[config.mk]
export PLATFORM = sky130hd
export DESIGN_NAME = idx_ext_unit
export DESIGN_NICKNAME = d
export VERILOG_FILES = /design/src/rtl/idx_ext_pkg.sv /design/src/rtl/idx_ext_decode.sv /design/src/rtl/idx_ext_ptrfile.sv /design/src/rtl/idx_ext_unit.sv
export SDC_FILE = /design/constraint.sdc
export NUM_CORES = 1
export LEC_CHECK = 0
export ABC_AREA = 1
export BUFFER_PORTS_ARGS = -buffer_cell sky130_fd_sc_hd__buf_2
export CORE_MARGIN = 4
export CORE_UTILIZATION = 52
export CTS_CLUSTER_SIZE = 24
export DETAILED_ROUTE_END_ITERATION = 16
export GPL_TIMING_DRIVEN = 1
export HOLD_SLACK_MARGIN = 0.08
export PLACE_DENSITY = 0.82
export SYNTH_ARGS = -nofsm -noshare
export SYNTH_HDL_FRONTEND = slang
export SYNTH_SLANG_ARGS = --single-unit
[constraint.sdc]
create_clock -name clk -period 2.55 [get_ports clk]
set_input_delay 0.51 -clock clk [delete_from_list [all_inputs] [get_ports clk]]
set_output_delay 0.51 -clock clk [all_outputs]
set_load 0.01 [all_outputs]
[src/rtl/idx_ext_pkg.sv]
package idx_ext_pkg;

    typedef enum logic [1:0] {
        S_IDLE,
        S_RET,
        S_CALL,
        S_MOVE
    } fsm_t;

    typedef enum logic [2:0] {
        K_NONE,
        K_ADJ,
        K_ADJRET,
        K_PUSH,
        K_CALL,
        K_MVABS,
        K_MVSTK
    } kind_t;

    typedef struct packed {
        kind_t      kind;
        logic       sub;
        logic [1:0] sel;
        logic [7:0] lit;
        logic [6:0] off;
    } dec_t;

endpackage

[src/rtl/idx_ext_decode.sv]
module idx_ext_decode
    import idx_ext_pkg::*;
(
    input  logic [15:0] word,
    output dec_t        dec
);
    always_comb begin
        dec.kind = K_NONE;
        dec.sub  = word[8];
        dec.sel  = word[7:6];
        dec.lit  = {2'b00, word[5:0]};
        dec.off  = word[6:0];
        unique case (word[15:8])
            8'hE8, 8'hE9: dec.kind = (word[7:6] == 2'b11) ? K_ADJRET : K_ADJ;
            8'hEA: begin
                dec.kind = K_PUSH;
                dec.lit  = word[7:0];
            end
            8'hEB: dec.kind = word[7] ? K_MVSTK : K_MVABS;
            default: dec.kind = (word == 16'h0014) ? K_CALL : K_NONE;
        endcase
    end
endmodule

[src/rtl/idx_ext_ptrfile.sv]
module idx_ext_ptrfile #(
    parameter int AW   = 12,
    parameter int NPTR = 3,
    localparam int SELW = $clog2(NPTR)
) (
    input  logic            clk,
    input  logic            rst_n,
    input  logic            wr_en,
    input  logic [SELW-1:0] wr_sel,
    input  logic [AW-1:0]   wr_val,
    output logic [AW-1:0]   ptr_q [NPTR]
);
    for (genvar i = 0; i < NPTR; i++) begin : g_ptr
        always_ff @(posedge clk or negedge rst_n) begin
            if (!rst_n)
                ptr_q[i] <= '0;
            else if (wr_en && wr_sel == SELW'(i))
                ptr_q[i] <= wr_val;
        end
    end
endmodule

[src/rtl/idx_ext_unit.sv]
module idx_ext_unit
    import idx_ext_pkg::*;
#(
    parameter int AW  = 12,
    parameter int PCW = 21,
    localparam int LATW = PCW - 8
) (
    input  logic            clk,
    input  logic            rst_n,
    input  logic            ext_en,
    input  logic            instr_valid,
    input  logic [15:0]     instr_word,
    input  logic [7:0]      wreg,
    input  logic [PCW-1:0]  pc_now,
    input  logic [LATW-1:0] pclat,
    output logic [AW-1:0]   mem_addr,
    output logic            mem_rd,
    output logic            mem_wr,
    output logic [7:0]      mem_wdata,
    input  logic [7:0]      mem_rdata,
    output logic            rs_push,
    output logic [PCW-1:0]  rs_push_addr,
    output logic            rs_pop,
    output logic            jump_en,
    output logic [PCW-1:0]  jump_addr,
    output logic            done,
    output logic            illegal,
    output logic [AW-1:0]   ptr0,
    output logic [AW-1:0]   ptr1,
    output logic [AW-1:0]   ptr2
);
    localparam int NPTR = 3;
    localparam logic [1:0] SP = 2'd2;

    fsm_t       state, nxt;
    dec_t       dec;
    logic       mv_stk_q, mv_stk_d;
    logic       rd_pend_q;
    logic [7:0] hold_q;
    logic       p_we;
    logic [1:0] p_sel;
    logic [AW-1:0] p_val;
    logic [AW-1:0] ptr_q [NPTR];

    idx_ext_decode u_dec (.word(instr_word), .dec(dec));

    idx_ext_ptrfile #(.AW(AW), .NPTR(NPTR)) u_ptr (
        .clk(clk), .rst_n(rst_n), .wr_en(p_we), .wr_sel(p_sel),
        .wr_val(p_val), .ptr_q(ptr_q)
    );

    assign ptr0 = ptr_q[0];
    assign ptr1 = ptr_q[1];
    assign ptr2 = ptr_q[2];

    // state register and move context
    always_ff @(posedge clk or negedge rst_n) begin
        if (!rst_n) begin
            state     <= S_IDLE;
            mv_stk_q  <= 1'b0;
            rd_pend_q <= 1'b0;
            hold_q    <= '0;
        end else begin
            state     <= nxt;
            mv_stk_q  <= mv_stk_d;
            rd_pend_q <= (state == S_IDLE);
            if (state == S_MOVE && rd_pend_q)
                hold_q <= mem_rdata;
        end
    end

    // next state and outputs
    always_comb begin
        nxt          = state;
        mv_stk_d     = mv_stk_q;
        mem_addr     = '0;
        mem_rd       = 1'b0;
        mem_wr       = 1'b0;
        mem_wdata    = '0;
        rs_push      = 1'b0;
        rs_push_addr = pc_now + PCW'(2);
        rs_pop       = 1'b0;
        jump_en      = 1'b0;
        jump_addr    = {pclat, wreg};
        done         = 1'b0;
        illegal      = 1'b0;
        p_we         = 1'b0;
        p_sel        = dec.sel;
        p_val        = '0;
        unique case (state)
            S_IDLE: begin
                if (instr_valid && dec.kind != K_NONE && !ext_en) begin
                    illegal = 1'b1;
                end else if (instr_valid) begin
                    unique case (dec.kind)
                        K_NONE: ;
                        K_ADJ, K_ADJRET: begin
                            p_we  = 1'b1;
                            p_sel = (dec.kind == K_ADJRET) ? SP : dec.sel;
                            p_val = dec.sub ? ptr_q[p_sel] - AW'(dec.lit)
                                            : ptr_q[p_sel] + AW'(dec.lit);
                            if (dec.kind == K_ADJRET) nxt = S_RET;
                            else                      done = 1'b1;
                        end
                        K_PUSH: begin
                            mem_wr    = 1'b1;
                            mem_addr  = ptr_q[SP];
                            mem_wdata = dec.lit;
                            p_we      = 1'b1;
                            p_sel     = SP;
                            p_val     = ptr_q[SP] - AW'(1);
                            done      = 1'b1;
                        end
                        K_CALL: begin
                            rs_push = 1'b1;
                            nxt     = S_CALL;
                        end
                        K_MVABS, K_MVSTK: begin
                            mem_rd   = 1'b1;
                            mem_addr = ptr_q[SP] + AW'(dec.off);
                            mv_stk_d = (dec.kind == K_MVSTK);
                            nxt      = S_MOVE;
                        end
                        default: ;
                    endcase
                end
            end
            S_RET: begin
                rs_pop = 1'b1;
                done   = 1'b1;
                nxt    = S_IDLE;
            end
            S_CALL: begin
                jump_en = 1'b1;
                done    = 1'b1;
                nxt     = S_IDLE;
            end
            S_MOVE: begin
                if (instr_valid) begin
                    nxt = S_IDLE;
                    if (instr_word[15:12] == 4'hF) begin
                        mem_wr    = 1'b1;
                        mem_addr  = mv_stk_q ? ptr_q[SP] + AW'(instr_word[6:0])
                                             : instr_word[AW-1:0];
                        mem_wdata = rd_pend_q ? mem_rdata : hold_q;
                        done      = 1'b1;
                    end else begin
                        illegal = 1'b1;
                    end
                end
            end
            default: nxt = S_IDLE;
        endcase
    end
endmodule

* Word level (Yosys, flattened, before mapping)
Index checks and enable logic that the tools add are counted.
** Storage, ports and cells
- Word-level logic and storage cells :: 122
- Register bits :: 48
- Input port bits :: 70
- Output and inout port bits :: 105
** Cells by class
- Muxes and demuxes :: 67
- Reductions and logical operators :: 17
- $add $sub $neg :: 5
- Bitwise gates (word level) :: 2
- Magnitude comparators :: 1
- Eq/ne operators :: 23
** Operators with widths (count)
- $mux 12 :: 11
- $pmux 12 s2 :: 3
- $mux 8 :: 7
- $eq 8x8->1 const B :: 4
- $mux 1 :: 25
- $bmux 12 s2 :: 1
- $add 21x2->21 const B :: 1
- $mux 2 :: 10
- $eq 16x5->1 const B :: 1
- $pmux 8 s2 :: 1
- $add 12x7->12 :: 1
- $add 12x8->12 :: 1
- $pmux 2 s3 :: 2
- $sub 12x1->12 const B :: 1
- $sub 12x8->12 :: 1
- $eq 3x3->1 const B :: 3
- $pmux 3 s3 :: 1
- $eq 2x2->1 const B :: 4
- $reduce_or 2->1 :: 4
- $eq 3x2->1 const B :: 2
- $logic_and 1x1->1 :: 6
- $ne 2x2->1 const B :: 3
- $pmux 1 s2 :: 3
- $reduce_and 5->1 :: 1
- other kinds (16) :: 18

* Depth between registers and ports, before layout
Gate-level depths: netlist of run 1.
- Word-level depth :: 15
- Gate-level depth with buffers :: 21
- Gate-level depth less buffers :: 21

* Hierarchy
A second synthesis of run 1 with hierarchy kept.
** Second synthesis, totals
- Cells, all modules :: 949
- Area, all modules :: 5931.9 sq um
** By module, submodules not included
- idx_ext_unit :: instances 1, area each 4139.0 sq um, cells an instance 732, seq. area each 300.3 sq um
- idx_ext_ptrfile :: instances 1, area each 1478.9 sq um, cells an instance 162, seq. area each 900.9 sq um
- idx_ext_decode :: instances 1, area each 314.1 sq um, cells an instance 55, seq. area each 0.0 sq um

* Worst setup path before layout of run 1
Ideal clock, no wire load.
- Path kind :: in2reg
- Start :: input port instr_word[10]
- End :: register u_ptr.ptr_q[5] (netlist bit)
- Stages on the path :: 16
- Path slack :: -0.211 ns
- Buffers on the path :: 0
- Arrival time :: 2.642 ns
- Setup time :: 0.119 ns
- Required time :: 2.431 ns
- Cells stage by stage :: inv_1 -> nand2_2 -> nor2_1 -> nand3_1 -> nand2_1 -> a21oi_1 -> a211oi_1 -> ha_1 -> a21oi_1 -> o21ai_0 -> a21o_1 -> or2_2 -> nand3_1 -> nand2_1 -> nand2_1 -> o21ai_2
** Between the ends
- Word-level cells in the longest chain between the ends :: 15
- Elaborated cells on any way between the ends :: 38
- Those cells by class :: add/sub (2); eq/ne (9); mux (19); bitwise (1); reduce/logical (7)
** RTL lines
- start, declared :: RTL line idx_ext_unit.sv:12 : input logic [15:0] instr_word,
- $eq 16x5->1 / $eq 8x8->1 (equally long branches) :: RTL line idx_ext_decode.sv:20, idx_ext_decode.sv:13
- $mux 3 / $reduce_or 2->1 (equally long branches) :: RTL line idx_ext_decode.sv:20, idx_ext_decode.sv:13
- $pmux 3 s3 * :: RTL line idx_ext_decode.sv:13 : unique case (word[15:8])
- $eq 3x2->1 :: RTL line idx_ext_unit.sv:95, idx_ext_unit.sv:99
- $mux 2 :: RTL line idx_ext_unit.sv:99 : p_sel = (dec.kind == K_ADJRET) ? SP : dec.sel;
- $not 2->3 (not written as such) :: RTL line idx_ext_unit.sv:100, idx_ext_unit.sv:101
- $bmux 12 s2 :: RTL line idx_ext_unit.sv:100, idx_ext_unit.sv:101
- $mux 12 (not written as such) (2 in a row) :: RTL line idx_ext_unit.sv:100, idx_ext_unit.sv:101
- $add 12x8->12 / $sub 12x8->12 (equally long branches) :: RTL line idx_ext_unit.sv:101, idx_ext_unit.sv:100
- $mux 12 :: RTL line idx_ext_unit.sv:100 : p_val = dec.sub ? ptr_q[p_sel] - AW'(dec.lit)
- $pmux 12 s2 :: RTL line idx_ext_unit.sv:95 : unique case (dec.kind)
- $mux 12 :: RTL line idx_ext_unit.sv:94 : end else if (instr_valid) begin
- $mux 12 :: RTL line idx_ext_unit.sv:92 : if (instr_valid && dec.kind != K_NONE && !ext_en) begin
- $mux 12 :: RTL line idx_ext_unit.sv:90 : unique case (state)
- end signal, assigned by index :: RTL line idx_ext_ptrfile.sv:18 : ptr_q[i] <= wr_val;
- end, declared :: RTL line idx_ext_ptrfile.sv:11 : output logic [AW-1:0] ptr_q [NPTR]
Mark *: on every way between the ends. The rest lies on a longest branch, timed or not. The select of a mux whose other input is x is not followed.
A chain may end at the register's enable or synchronous reset.

* Worst setup path in the final report of run 1
- Start :: input port instr_word[10]
- End :: register u_ptr.ptr_q[23] (netlist bit)
** Between the ends
- Word-level cells in the longest chain between the ends :: 15
- Elaborated cells on any way between the ends :: 39
- Those cells by class :: add/sub (2); eq/ne (9); mux (20); bitwise (1); reduce/logical (7)
** RTL lines (RTL line)
- $eq 16x5->1 / $eq 8x8->1 (equally long branches) :: idx_ext_decode.sv:20, idx_ext_decode.sv:13
- $mux 3 / $reduce_or 2->1 (equally long branches) :: idx_ext_decode.sv:20, idx_ext_decode.sv:13
- $pmux 3 s3 :: idx_ext_decode.sv:13
- $eq 3x2->1 :: idx_ext_unit.sv:95, idx_ext_unit.sv:99
- $mux 2 :: idx_ext_unit.sv:99
- $not 2->3 (not written as such) :: idx_ext_unit.sv:100, idx_ext_unit.sv:101
- $bmux 12 s2 :: idx_ext_unit.sv:100, idx_ext_unit.sv:101
- $mux 12 (not written as such) (2 in a row) :: idx_ext_unit.sv:100, idx_ext_unit.sv:101
- $add 12x8->12 / $sub 12x8->12 (equally long branches) :: idx_ext_unit.sv:101, idx_ext_unit.sv:100
- $mux 12 :: idx_ext_unit.sv:100
- $pmux 12 s2 :: idx_ext_unit.sv:95
- $mux 12 :: idx_ext_unit.sv:94
- $mux 12 :: idx_ext_unit.sv:92
- $mux 12 :: idx_ext_unit.sv:90
Several ways; a longest one is shown, not always the timed one. The select of a mux whose other input is x is not followed.

==> results_dict.tcl, run 1 <==
set metrics [dict create \
    seq_area_frac_synth 0.227 \
    cpPeakStageDelay_ns 0.31 \
    grtUsageMet3 0.0450 \
    syn_nets 881 \
    n_antenna_cell 0 \
    period_minus_slack_ns 2.92 \
    synthCells 784 \
    hpwl_mm 14.8 \
    ys_top_cells_by_count "nand2_1, inv_1, nor2_1" \
    crit_required_ns 2.77 \
    met2_usage 0.572 \
    n_fill_cell 478 \
    syn_avg_cell_area_um2 6.76 \
    synth_warnings 0 \
    grt_pass1_vias 6277 \
    rsz0062_at_grt "true" \
    busiest_layer "met2" \
    cts_hold_buf 0 \
    max_freq_mhz 343 \
    clock_skew_ns 0.0230 \
    die-area_mm2 0.0119 \
    grt_max_degree 27 \
    cellLeakagePower_uw 0.00416 \
    use_met1 0.413 \
    cts_sinks 48 \
    clock_latency_ns 0.34 \
    maxCapViolCount 0 \
    fp.dieW_um 109 \
    synth_top_cell_by_area "dfrtp_1" \
    cpMaxStageDelayCell "ha_1" \
    die_h_um 109 \
    routed-via-count 7510 \
    cts_tree "built" \
    critPathBufInv 5 \
    io_pins 175 \
    gr-usage-all-layers 0.335 \
    r2r_start "u_ptr.ptr_q[2]$_DFFE_PN0P_" \
    final_core_util 0.868 \
    grt_antenna_before_repair 0 \
    cp_data_arrival_time_ns 3.14 \
    drt_iter0_markers 1059 \
    rows 36 \
    synthMostInstantiatedCell "nand2_1" \
    cts_buffers 5 \
    hold_viol_final 0 \
    routed_wl_mm 26.8 \
    crit_fanout 5 \
    power.density_mw_per_mm2 448 \
    critPathKind "in -> reg" \
    port_buffers 130 \
    synth_top_area_share 0.227 \
    finalSetupTns_ns -9.84 \
    layout_setup_ws_ns -0.368 \
    ys.flop_type "dfrtp_1" \
    ys_ff_latch 48 \
    htree_levels 2 \
    drc 0 \
    initial_utilization 0.537 \
    wire_per_inst_um 22.8 \
    path_clk_slew_ns 0.12 \
    cpLargestDelayFamily "simple AND/OR/NAND/NOR gates" \
    slew_headroom 0.407 \
    hold_class "in -> async" \
    netlist_area_mm2 0.00530 \
    report.final.slew_viol_count 0 \
    crit_path_cell_trace "buf_6 > inv_4 > nand2_4 > nor2_4 > nand3_4 > nand2_8 > buf_6 > a21oi_1 > a211oi_2 > ha_1 > inv_2 > o21bai_1 > a31oi_4 > nand3_2 > inv_1 > nand3_1 > nand3_1 > nand2_2 > nand2_1 > nand2_1" \
    areaGrowthSynthToFinish_pct 61.6 \
    cts-root-buf "clkbuf_8" \
    tightest_slew_ns 0.890 \
    startpoint "instr_word[10]" \
    final_layout_size_suffix_gt1_frac 0.550 \
    nets 1137 \
    viasPerCell 6.40 \
    violations "negative setup slack" \
    peakVddDrop_mv 0.390 \
    core_mm2 0.00986 \
    crit_path_end_kind "register" \
    antenna_left 0 \
    synth-edff-count 0 \
    critPathLaunchType "input pin" \
    clk_path_buf_depth 2 \
    min_period_over_period 1.14 \
    async_reset_ff_frac 1.00 \
    grt_pass1_wl_mm 31.2 \
    firstDrtPassIters 9 \
    status "finished, violations left" \
    ys_top_cells_by_area "dfrtp_1, nand2_1, inv_1" \
    grt_overflow 0 \
    place_congestion 1.01 \
    synth.distinct_cells 47 \
    setup_viol 56 \
]
==> worst reg2reg max path: stages, from the launching register on <==
cell,delay [ns]
dfrtp_1,0.43
buf_4,0.14
buf_4,0.15
inv_2,0.08
a211oi_2,0.28
ha_4,0.27
a21oi_4,0.22
nand2_2,0.11
nand2_1,0.09
nand3_1,0.09
o21ai_1,0.32
inv_1,0.12
o21ai_1,0.17
==> layout make-up <==
cell class	count	area, µm²	share of cell area
Clock buffer	7	96.3	0.0113
Clock inverter	1	30.0	0.00351
Inverter	101	404	0.0472
Multi-Input combinational cell	592	4540	0.530
Sequential cell	48	1200	0.140
Tap cell	133	166	0.0194
Timing Repair Buffer	292	2120	0.248
==> metrics by stage <==
stage               total power (µW)  hold slack [ns]  worst slack (ns)  instances  area [µm²]
global route                    3960            0.202            -0.452       1174        8560
finish                          3840            0.157            -0.368       1174        8560
CTS                             3260            0.189            -0.219       1138        7420
global placement                2420            0.484            -0.418       1119        6790
floorplan                       1780            0.214            0.0148        784        5360
detailed placement              2440            0.492            -0.421       1119        6790
==> cell families (layout without fill, tap and decap cells) <==
kind of cell | count (synthesis) | after routing | share of synthesized area
XOR/XNOR | 29 | 29 | 0.0479
AND/OR/NAND/NOR | 371 | 372 | 0.324
flip-flops | 48 | 48 | 0.227
multiplexers | 16 | 16 | 0.0340
AO/OA/AOI/OAI | 147 | 148 | 0.167
buffers and inverters | 146 | 401 | 0.133
adder cells (fa/ha/maj) | 27 | 27 | 0.0666
==> metal layers <==
metal / share of wire / routed length, µm / vias to the layer above
li1: - / - / 3083
met2: 0.45 / 12100 / 738
met5: 0 / 0 / -
met1: 0.34 / 9010 / 3402
met4: 0.095 / 2530 / 0
met3: 0.12 / 3120 / 287
==> power breakdown <==
| group | switching (µW) | leakage (µW) | internal (µW) | total, µW |
|---|---|---|---|---|
| clock network | 302 | 0.0000645 | 347 | 649 |
| registers | 85.8 | 0.000598 | 818 | 904 |
| logic | 1320 | 0.00350 | 970 | 2290 |
==> final timing paths <==
| kind | end | slack [ns] | depth (start not counted) |
|---|---|---|---|
| hold / removal | state[1]$_DFFE_PN0P_ | 0.16 | 1 |
| hold reg to reg | hold_q[6]$_DFFE_PN0P_ | 0.51 | 1 |
| setup reg to reg | u_ptr.ptr_q[27]$_DFFE_PN0P_ | 0 | 12 |
| min in group clk | hold_q[5]$_DFFE_PN0P_ | 0.42 | 2 |
| max in group asynchronous | u_ptr.ptr_q[5]$_DFFE_PN0P_ | 1.80 | 2 |
| setup / recovery | u_ptr.ptr_q[23]$_DFFE_PN0P_ | -0.37 | 20 |
==> layout by cell type, fill, tap and decap left out, types with 9 or more instances in the layout <==
cell	n
nand2_1	148
buf_4	135
buf_2	118
inv_1	71
dfrtp_1	47
nor2_1	43
nand2_2	36
nand3_1	36
o21ai_2	32
buf_6	26
a21oi_2	23
nand2_4	22
o21ai_1	22
inv_2	20
a21oi_1	20
xor2_1	17
mux2_2	16
ha_4	16
nand3_2	15
nand4_1	15
nor2_4	13
nor2_2	12
o21ai_0	9
nand3_4	9
a211oi_2	9
==> what timing repair did <==
item | 4_1_cts | 5_1_grt
setup buffers | 10 | 35
gates resized for setup | 96 | 219
pin swaps | 34 | 95
endpoints found under the setup margin | 35 | 53
cloned | 1 | 3
==> state kept, by name (all words and copies together) (netlist names) <==
register     cells
hold_q           8
rd_pend_q        1
state            2
u_ptr.ptr_q     36
mv_stk_q         1
(Power assumes the default switching activity.)
==> run 2, diff against run 1 <==
--- a/config.mk
+++ b/config.mk
@@ -5,10 +5,10 @@
 export SDC_FILE = /design/constraint.sdc
 export NUM_CORES = 1
 export LEC_CHECK = 0
-export ABC_AREA = 1
+export ABC_AREA = 0
 export BUFFER_PORTS_ARGS = -buffer_cell sky130_fd_sc_hd__buf_2
 export CORE_MARGIN = 4
-export CORE_UTILIZATION = 52
+export CORE_UTILIZATION = 51
 export CTS_CLUSTER_SIZE = 24
 export DETAILED_ROUTE_END_ITERATION = 16
 export GPL_TIMING_DRIVEN = 1
==> run 2 against run 1 <==
Net effect:
- the flow still finishes with violations (negative setup slack)
- clock skew decreased by 0.014 ns
- global-route usage increased by 1.6 points
- fmax decreased by 18%
==> results_dict.tcl, run 2 <==
set metrics [dict create \
    status "finished, violations left" \
    violations "negative setup slack" \
    final_common_cell "buf_4" \
    htree_levels 2 \
    synth.distinct_cells 63 \
    grt_pass1_wl_mm 30.8 \
    layout_setup_ws_ns -0.998 \
    clock_latency_ns 0.31 \
    r2r_slack_ns -0.20 \
    cts_tree "built" \
    r2r_end "u_ptr.ptr_q[20]$_DFFE_PN0P_" \
    areaGrowthSynthToFinish_pct 58.0 \
    synthCells 589 \
    intPower_uw 1620 \
    seq_area_frac_synth 0.256 \
    switching_share 0.413 \
    grt_pass1_vias 5894 \
    synth_top_area_share 0.256 \
    hold_viol_final 0 \
    ys_ff_latch 48 \
    drt_iter0_markers 701 \
    r2r_start "u_ptr.ptr_q[0]$_DFFE_PN0P_" \
    min_period_over_period 1.39 \
    synth-edff-count 0 \
    largest_register "u_ptr.ptr_q" \
    largest_reg_flops 36 \
    netlist_area_mm2 0.00470 \
    grt_max_degree 26 \
    maxCapViolCount 0 \
    viasPerCell 6.68 \
    slew_headroom 0.466 \
    finalPower_uw 2760 \
    share_comb_of_total_power 0.511 \
    syn_avg_cell_area_um2 7.97 \
    reg.largest.list "u_ptr.ptr_q: 36 flops, hold_q: 8 flops, state: 2 flops" \
    cpPeakStageDelay_ns 0.65 \
    clk_path_buf_depth 2 \
    cts-root-buf "clkbuf_8" \
    hpwl_mm 13.6 \
    power.density_mw_per_mm2 372 \
    initial_utilization 0.531 \
    antenna_left 0 \
    cts_buffers 5 \
    async_reset_ff_frac 1.00 \
    crit_path_cell_trace "buf_2 > or3b_4 > buf_4 > buf_6 > buf_6 > or3_4 > o21ai_0 > a2111oi_2 > nor3b_2 > buf_2" \
    critPathKind "in -> out" \
    path_clk_slew_ns 0.11 \
    nets 928 \
    synth_top_cell_by_area "dfrtp_1" \
    syn_nets 686 \
    cellLeakagePower_uw 0.00353 \
    crit_fanout 4 \
    hold_class "in -> async" \
    final_area_mm2 0.00742 \
    clockPowerShare 0.178 \
    grt_antenna_before_repair 0 \
    rows 34 \
    post-place-ws_ns -1.01 \
    peakVddDrop_mv 0.303 \
    core_mm2 0.00885 \
    die_h_um 104 \
    gr-usage-all-layers 0.351 \
    postPlaceCellArea_mm2 0.00636 \
    layout_common_cells "buf_4, buf_2, nor2_1" \
    regArea_mm2 0.00121 \
    routed-via-count 6282 \
    grt_overflow 0 \
    cts_sinks 48 \
    synth_warnings 0 \
    tightest_slew_ns 0.793 \
    cp_data_arrival_time_ns 3.04 \
    io_pins 175 \
    crit_required_ns 2.04 \
    holdWs_ns 0.226 \
    fp.dieW_um 104 \
    max_freq_mhz 282 \
    report.final.slew_viol_count 0 \
    port_buffers 130 \
    switchingPower_uw 1140 \
    multi_input_area_mm2 0.00374 \
    wire_per_inst_um 24.2 \
    final_layout_size_suffix_gt1_frac 0.519 \
    clock_skew_ns 0.00933 \
    place_congestion 0.980 \
    cpMaxStageDelayCell "o21ai_0" \
    crit_path_end_kind "output pin" \
    ys.flop_type "dfrtp_1" \
    synthMostInstantiatedCell "nor2_1" \
    n_antenna_cell 0 \
    critPathLaunchType "input pin" \
    pwr-share-seq 0.311 \
    firstDrtPassIters 5 \
    routed_wl_mm 22.7 \
    period_minus_slack_ns 3.55 \
    ys_top_cells_by_area "dfrtp_1, ha_1, mux2_2" \
    die-area_mm2 0.0108 \
    ys_top_cells_by_count "nor2_1, a21oi_1, dfrtp_1" \
    ff2ff_path_depth 10 \
    drc 0 \
    rsz0062_at_grt "true" \
    n_fill_cell 490 \
    setup_viol 56 \
]
## run 2: cell types whose count changed in the layout (fill, tap and decap cells not counted), sizes merged, moves of 10 or more
cell   change
a22oi     +10
inv       -77
mux2      +10
mux2i     +14
nand2    -165
nand3     -49
nor2      -10
o21a      +10
o21ai     -26
xnor2     +15
## run 2: repair_timing
item	CTS	global route
endpoints found under the setup margin	57	63
gates cloned	4	0
pin swaps	52	37
resized for setup	81	65
hold buffers	0	0
buffers inserted	14	18
## run 2: worst max path at each step
stage / to / start
2_1_floorplan: u_ptr.ptr_q[20]$_DFFE_PN0P_ / instr_word[10]
3_3_place_gp: u_ptr.ptr_q[20]$_DFFE_PN0P_ / instr_word[10]
3_5_place_dp: u_ptr.ptr_q[20]$_DFFE_PN0P_ / instr_word[10]
4_1_cts: u_ptr.ptr_q[5]$_DFFE_PN0P_ / instr_word[10]
5_1_grt: mem_addr[9] / instr_word[12]
6_report: mem_addr[9] / instr_word[12]
## run 2: final cells by class
class / count / share of cell area
Clock buffer: 6 / 0.00978
Clock inverter: 2 / 0.00219
Inverter: 19 / 0.0103
Multi-Input combinational cell: 465 / 0.503
Sequential cell: 48 / 0.163
Tap cell: 108 / 0.0182
Timing Repair Buffer: 292 / 0.294
## run 2: stage by stage
stage                util  setup TNS [ns]  std cells
finish              0.839          -32.14        940
global route        0.839          -35.52        940
CTS                 0.794          -22.60        923
detailed placement  0.719          -36.68        900
global placement    0.719          -33.87        900
floorplan               -          -21.83        589
## run 2: routing by layer
layer / share of wire / GRT usage
met1: 0.36 / 0.436
met2: 0.44 / 0.572
met3: 0.12 / 0.0764
met4: 0.084 / 0.184
met5: 0 / 0
## run 2: kinds of logic (layout without fill, tap and decap cells)
group,count (synthesis),in the layout,synth area share
buffers and inverters,77,319,0.0834
AND/OR/NAND/NOR,188,189,0.197
adder cells (fa/ha/maj),27,27,0.0751
XOR/XNOR,35,35,0.0653
AO/OA/AOI/OAI,174,174,0.230
multiplexers,40,40,0.0930
flip-flops,48,48,0.256
## run 2: power by group through the flow
stage | Clock, µW | Sequential [µW] | Combinational, µW
6_report | 490 | 858 | 1410
3_5_place_dp | 0 | 867 | 1090
2_1_floorplan | 0 | 841 | 671
5_1_grt | 520 | 861 | 1470
3_3_place_gp | 0 | 863 | 1050
4_1_cts | 487 | 853 | 1210
## run 2: critical path, delay by kind of cell
kind | cells | cell delay [ns]
AO/OA/AOI/OAI | 2 | 0.77
buffers and inverters | 5 | 0.65
AND/OR/NAND/NOR | 3 | 1.09
